### config.mk
export PLATFORM = sky130hd
export DESIGN_NAME = adc_rdout_ctrl
export DESIGN_NICKNAME = d
export VERILOG_FILES = /design/src/rtl/adc_rdout_pkg.sv /design/src/rtl/adc_line_sync.sv /design/src/rtl/adc_sck_pacer.sv /design/src/rtl/adc_bit_capture.sv /design/src/rtl/adc_rdout_ctrl.sv
export SDC_FILE = /design/constraint.sdc
export NUM_CORES = 1
export LEC_CHECK = 0
export BUFFER_PORTS_ARGS = -buffer_cell sky130_fd_sc_hd__buf_2
export CAP_MARGIN = 30
export CORE_ASPECT_RATIO = 1.1
export CORE_MARGIN = 10
export CORE_UTILIZATION = 58
export DETAILED_ROUTE_END_ITERATION = 8
export GPL_TIMING_DRIVEN = 0
export MAX_ROUTING_LAYER = met4
export PLACE_DENSITY = 0.79
export SYNTH_ARGS = -nofsm -noshare
export SYNTH_HDL_FRONTEND = slang
export SYNTH_SLANG_ARGS = --single-unit
export TNS_END_PERCENT = 100
### constraint.sdc
create_clock -name clk -period 2.5 [get_ports clk]
set_input_delay 0.5 -clock clk [delete_from_list [all_inputs] [get_ports clk]]
set_output_delay 0.5 -clock clk [all_outputs]
set_load 0.02 [all_outputs]
### src/rtl/adc_rdout_pkg.sv
package adc_rdout_pkg;
  typedef enum logic [2:0] {
    ST_IDLE    = 3'd0,
    ST_ARM     = 3'd1,
    ST_WAIT    = 3'd2,
    ST_SHIFT   = 3'd3,
    ST_RELEASE = 3'd4
  } rd_state_e;

  // Busy bit plus one pulse per data bit
  function automatic int unsigned sck_pulses(input int unsigned width);
    return width + 1;
  endfunction
endpackage

### src/rtl/adc_line_sync.sv
module adc_line_sync #(
  parameter int STAGES = 2
) (
  input  logic clk,
  input  logic rst_n,
  input  logic d_i,
  output logic lvl_o,
  output logic fall_o
);
  logic [STAGES-1:0] chain_q;
  logic              prev_q;

  // Line idles high (pull-up), so reset to 1 avoids a false edge
  always_ff @(posedge clk or negedge rst_n) begin
    if (!rst_n) begin
      chain_q <= '1;
      prev_q  <= 1'b1;
    end else begin
      chain_q <= {chain_q[STAGES-2:0], d_i};
      prev_q  <= chain_q[STAGES-1];
    end
  end

  assign lvl_o  = chain_q[STAGES-1];
  assign fall_o = prev_q & ~chain_q[STAGES-1];
endmodule

### src/rtl/adc_sck_pacer.sv
module adc_sck_pacer #(
  parameter int HALF_W   = 8,
  parameter int N_PULSES = 17,
  parameter int MIN_HALF = 2
) (
  input  logic              clk,
  input  logic              rst_n,
  input  logic              en_i,
  input  logic [HALF_W-1:0] half_i,
  output logic              sck_o,
  output logic              fall_o,
  output logic              first_o,
  output logic              last_o
);
  localparam int PC_W = $clog2(N_PULSES + 1);

  logic [HALF_W-1:0] half_eff;
  logic [HALF_W-1:0] cnt_q;
  logic [PC_W-1:0]   nfall_q;
  logic              sck_q;
  logic              phase_end;

  assign half_eff  = (half_i < HALF_W'(MIN_HALF)) ? HALF_W'(MIN_HALF) : half_i;
  assign phase_end = (cnt_q == half_eff - HALF_W'(1));

  always_ff @(posedge clk or negedge rst_n) begin
    if (!rst_n) begin
      cnt_q   <= '0;
      nfall_q <= '0;
      sck_q   <= 1'b0;
    end else if (!en_i) begin
      cnt_q   <= '0;
      nfall_q <= '0;
      sck_q   <= 1'b0;
    end else if (phase_end) begin
      cnt_q <= '0;
      sck_q <= ~sck_q;
      if (sck_q) nfall_q <= nfall_q + PC_W'(1);
    end else begin
      cnt_q <= cnt_q + HALF_W'(1);
    end
  end

  assign sck_o   = sck_q;
  assign fall_o  = en_i & sck_q & phase_end;
  assign first_o = (nfall_q == '0);
  assign last_o  = fall_o & (nfall_q == PC_W'(N_PULSES - 1));
endmodule

### src/rtl/adc_bit_capture.sv
module adc_bit_capture #(
  parameter int W = 16
) (
  input  logic         clk,
  input  logic         rst_n,
  input  logic         clr_i,
  input  logic         shift_i,
  input  logic         bit_i,
  output logic [W-1:0] word_next_o
);
  logic [W-1:0] shreg_q;

  assign word_next_o = {shreg_q[W-2:0], bit_i};

  always_ff @(posedge clk or negedge rst_n) begin
    if (!rst_n)       shreg_q <= '0;
    else if (clr_i)   shreg_q <= '0;
    else if (shift_i) shreg_q <= word_next_o;
  end
endmodule

### src/rtl/adc_rdout_ctrl.sv
module adc_rdout_ctrl
  import adc_rdout_pkg::*;
#(
  parameter int W           = 16,
  parameter int HALF_W      = 8,
  parameter int TO_W        = 20,
  parameter int ARM_CYC     = 3,
  parameter int SYNC_STAGES = 2
) (
  input  logic              clk,
  input  logic              rst_n,
  input  logic              start_i,
  input  logic [HALF_W-1:0] cfg_half_i,
  input  logic [TO_W-1:0]   cfg_timeout_i,
  output logic              cnv_o,
  output logic              sdi_o,
  output logic              sck_o,
  input  logic              sdo_i,
  output logic              smp_valid_o,
  input  logic              smp_ready_i,
  output logic [W-1:0]      smp_data_o,
  output logic              conv_timeout_o
);
  localparam int N_SCK = sck_pulses(W);
  localparam int ARM_W = $clog2(ARM_CYC + 1);

  rd_state_e    state_q, state_d;
  logic [ARM_W-1:0] arm_cnt_q;
  logic [TO_W-1:0]  to_cnt_q;
  logic         cnv_q, sdi_q, err_q, vld_q;
  logic [W-1:0] data_q;

  logic sdo_lvl, sdo_fall;
  logic sck_en, sck_fall, sck_first, sck_last;
  logic [W-1:0] word_next;
  logic start_ok, arm_done, to_hit;

  adc_line_sync #(.STAGES(SYNC_STAGES)) u_sync (
    .clk    (clk),
    .rst_n  (rst_n),
    .d_i    (sdo_i),
    .lvl_o  (sdo_lvl),
    .fall_o (sdo_fall)
  );

  assign sck_en = (state_q == ST_SHIFT);

  adc_sck_pacer #(.HALF_W(HALF_W), .N_PULSES(N_SCK), .MIN_HALF(2)) u_pacer (
    .clk     (clk),
    .rst_n   (rst_n),
    .en_i    (sck_en),
    .half_i  (cfg_half_i),
    .sck_o   (sck_o),
    .fall_o  (sck_fall),
    .first_o (sck_first),
    .last_o  (sck_last)
  );

  adc_bit_capture #(.W(W)) u_cap (
    .clk         (clk),
    .rst_n       (rst_n),
    .clr_i       (state_q == ST_WAIT),
    .shift_i     (sck_fall & ~sck_first),
    .bit_i       (sdo_lvl),
    .word_next_o (word_next)
  );

  assign start_ok = (state_q == ST_IDLE) && start_i && !vld_q;
  assign arm_done = (arm_cnt_q == ARM_W'(ARM_CYC - 1));
  assign to_hit   = (to_cnt_q == cfg_timeout_i - TO_W'(1));

  always_comb begin
    state_d = state_q;
    unique case (state_q)
      ST_IDLE:    if (start_ok) state_d = ST_ARM;
      ST_ARM:     if (arm_done) state_d = ST_WAIT;
      ST_WAIT: begin
        if (sdo_fall)    state_d = ST_SHIFT;
        else if (to_hit) state_d = ST_RELEASE;
      end
      ST_SHIFT:   if (sck_last) state_d = ST_RELEASE;
      ST_RELEASE: state_d = ST_IDLE;
      default:    state_d = ST_IDLE;
    endcase
  end

  always_ff @(posedge clk or negedge rst_n) begin
    if (!rst_n) begin
      state_q   <= ST_IDLE;
      arm_cnt_q <= '0;
      to_cnt_q  <= '0;
      cnv_q     <= 1'b0;
      sdi_q     <= 1'b1;
      err_q     <= 1'b0;
    end else begin
      state_q   <= state_d;
      arm_cnt_q <= (state_q == ST_ARM)  ? arm_cnt_q + ARM_W'(1) : '0;
      to_cnt_q  <= (state_q == ST_WAIT) ? to_cnt_q + TO_W'(1)   : '0;
      cnv_q     <= (state_d != ST_IDLE);
      sdi_q     <= (state_d == ST_IDLE) || (state_d == ST_ARM) ||
                   (state_d == ST_RELEASE);
      err_q     <= (state_q == ST_WAIT) && !sdo_fall && to_hit;
    end
  end

  always_ff @(posedge clk or negedge rst_n) begin
    if (!rst_n) begin
      vld_q  <= 1'b0;
      data_q <= '0;
    end else if (sck_en && sck_last) begin
      vld_q  <= 1'b1;
      data_q <= word_next;
    end else if (smp_ready_i) begin
      vld_q  <= 1'b0;
    end
  end

  assign cnv_o          = cnv_q;
  assign sdi_o          = sdi_q;
  assign smp_valid_o    = vld_q;
  assign smp_data_o     = data_q;
  assign conv_timeout_o = err_q;
endmodule

==> flow_summary.json <==
{
  "grt_pass1_wl_um": 16900,
  "period_share_pct": 113,
  "synth_edf_count": 0,
  "tightest_slew_ns": 0.715,
  "core_area_um2": 7130,
  "vias": 3625,
  "finalNonFillerCells": 609,
  "die_w_um": 102,
  "drv_slew": 0,
  "grt_overflow": 0,
  "drtIter0Drc": 208,
  "antenna_found_initial": 0,
  "rsz0062_at_grt": "yes",
  "synthTopCellsByArea": "dfrtp_1 (42%), nor2_1 (5.8%), xor2_1 (5.7%)",
  "hold_viol_final": 0,
  "synthCells": 442,
  "synth_top_family_by_area": "simple AND/OR/NAND/NOR gates",
  "fmax_mhz": 354,
  "clk_latency_ns": 0.35,
  "finish.utilization_pct": 74.2,
  "p_leak_nw": 2.35,
  "start_util_pct": 60.4,
  "yosys.area_share.adder_pct": 2.03,
  "wire_per_inst_um": 17.0,
  "io_buffers": 50,
  "netlist_area_um2": 4310,
  "cp.required_ns": 2.71,
  "async_flop_share_pct": 100,
  "synthMuxAreaShare_pct": 7.67,
  "min_path_cells": 1,
  "setup_ws_ns": -0.325,
  "crit_buf_inv": 2,
  "layout-drive-gt1-share_pct": 27.5,
  "worstSetupPathType": "input pin to flip-flop",
  "cts_tree": "done",
  "synth_cell_type_count": 61,
  "tns_ns": -8.75,
  "avgSynthCellArea_um2": 9.75,
  "end_kind": "flip-flop",
  "layout.nets": 559,
  "cp_num_cells": 11,
  "cpMaxStageDelayCell": "or3_4",
  "clk_path_buf_depth": 2,
  "hold_path.class": "input pin to flip-flop",
  "grt_pass1_vias": 3648,
  "setup_violations": 42,
  "synth_commonest_cells": "dfrtp_1 (73), nor2_1 (67), xor2_1 (28)",
  "status": "finished with violations",
  "antenna_cells": 0,
  "clkTransAtPathRegs_ns": 0.08,
  "cp_top_family": "simple AND/OR/NAND/NOR gates",
  "clock-sinks": 77,
  "yosys.area_share.simple_pct": 21.9,
  "violations": "negative setup slack",
  "pin_count": 54,
  "fp.dieH_um": 110,
  "r2r.worst_path.cells": 8,
  "powerDensity_nw_per_um2": 580,
  "worstPathArrival_ns": 3.04,
  "ant_nets": 0,
  "area_growth_pct": 22.7,
  "vias_per_cell": 5.95,
  "ys_seq_elements": 77,
  "yosysWarnings": 0,
  "yosys.area.top_type": "dfrtp_1",
  "cts_root_buf": "clkbuf_8",
  "synth_top_area_share_pct": 42.4,
  "finalClockSkew_ns": 0.00953,
  "seq_area_frac_synth_pct": 44.8,
  "place.detailed.hpwl_um": 6940,
  "gp_congestion": 0.842,
  "synth_nets": 482,
  "path_cells": "buf_8, or3_4, o41ai_4, ha_2, xnor2_1, a311oi_2, o211ai_1, nor3_4, buf_6, mux2i_2, nor2_1",
  "cp_max_fo": 5,
  "maxSlewHeadroom_pct": 52.3,
  "max-cap-violations": 0,
  "firstDrtPassIters": 7,
  "routed_wl_um": 10400,
  "die-area_um2": 11300,
  "grt_start_max_net_pins": 66,
  "synth_flop_cell": "dfrtp_1",
  "synth_xor_area_share_pct": 10.4,
  "period_minus_slack_ns": 2.83,
  "cts_made_buffers": 9,
  "htreeDepth": 3,
  "rows": 32,
  "ir_drop_v": 0.000507,
  "dp_cells": 579,
  "synth_compound_area_share_pct": 10.2,
  "drc_errors": 0,
  "slowest_delay_ns": 0.38,
  "yosysMostFrequentCell": "dfrtp_1",
  "worst_setup_path_start_kind": "input pin",
  "track_usage_pct": 18.8
}
==> kinds of logic (layout without fill, tap and decap cells) <==
logic type / count (synthesis) / count (layout)
buffers and inverters: 28 / 109
AND/OR/NAND/NOR: 184 / 185
multiplexers: 31 / 31
flip-flops: 77 / 77
AO/OA/AOI/OAI: 64 / 64
adder cells (fa/ha/maj): 7 / 7
XOR/XNOR: 51 / 51
==> per-stage QoR <==
stage | power, mW | setup slack (ns) | area [um2] | hold slack (ns)
2_1_floorplan | 1.78 | -0.451 | 4320 | 0.204
3_3_place_gp | 1.95 | -0.889 | 4680 | 0.347
3_5_place_dp | 1.99 | -0.984 | 4710 | 0.354
4_1_cts | 3.01 | -0.173 | 5170 | 0.245
5_1_grt | 3.21 | -0.416 | 5290 | 0.242
6_report | 3.07 | -0.325 | 5290 | 0.255
==> power breakdown <==
| group | internal [mW] | switching, mW | leakage (nW) |
|---|---|---|---|
| Sequential | 1.32 | 0.0598 | 1.05 |
| Combinational | 0.258 | 0.455 | 1.21 |
| Clock | 0.495 | 0.476 | 0.0955 |
| Total | 2.08 | 0.991 | 2.35 |
==> registers in the layout, summed over array words and instances (netlist names), 2 cells and up <==
| register | count |
|---|---|
| u_cap.shreg_q | 15 |
| to_cnt_q | 20 |
| smp_data_o | 16 |
| u_pacer.nfall_q | 5 |
| u_pacer.cnt_q | 8 |
| u_sync.chain_q | 2 |
| state_q | 3 |
| arm_cnt_q | 2 |
==> what timing repair did <==
item	CTS	global route
resized for setup	28	25
setup endpoints to repair	50	51
hold buffers	1	0
pin swaps	5	6
endpoints found under the hold margin	12	0
buffers inserted	7	3
cloned	2	1
==> path summary, 6_finish.rpt <==
check,start,end,slack [ns]
setup / recovery,cfg_half_i[4],u_cap.shreg_q[10]$_DFFE_PN0P_,-0.33
hold / removal,sdo_i,u_sync.chain_q[0]$_DFF_PN1_,0.26
setup reg to reg,state_q[0]$_DFF_PN0_,u_cap.shreg_q[10]$_DFFE_PN0P_,0.03
hold reg to reg,u_sync.chain_q[0]$_DFF_PN1_,u_sync.chain_q[1]$_DFF_PN1_,0.36
max in group asynchronous,rst_n,u_sync.chain_q[0]$_DFF_PN1_,1.35
min in group asynchronous,rst_n,smp_data_o[11]$_DFFE_PN0P_,0.54
==> layer usage <==
metal,part of all wire (%),vias up,GRT usage [%]
li1,-,1740,-
met1,43,1787,23.0
met2,51,81,30.4
met3,4.9,17,4.11
met4,1.4,0,6.35
met5,0,-,-
==> cells in the final DEF, fill, tap and decap left out, drive strengths merged, types with 11 or more instances in the layout <==
cell type and instances:
a21oi 13, clkbuf 23, nand4 11, dfrtp 73, nand2 21, inv 13, nand3 21, xnor2 23
mux2i 15, o21ai 14, mux2 16, nor2 67, buf 68, nor3 12, xor2 28
==> cell type report <==
type | instances | area, um2
clock inverters | 6 | 70.1
clock buffers | 10 | 138
repair buffers | 65 | 452
multi-input cells | 338 | 2450
inverters | 11 | 41.3
fillers | 504 | 1840
plain buffers | 17 | 97.6
flip-flops and latches | 77 | 1930
well taps | 85 | 106
Note: power is estimated with default switching activity, not from simulation.
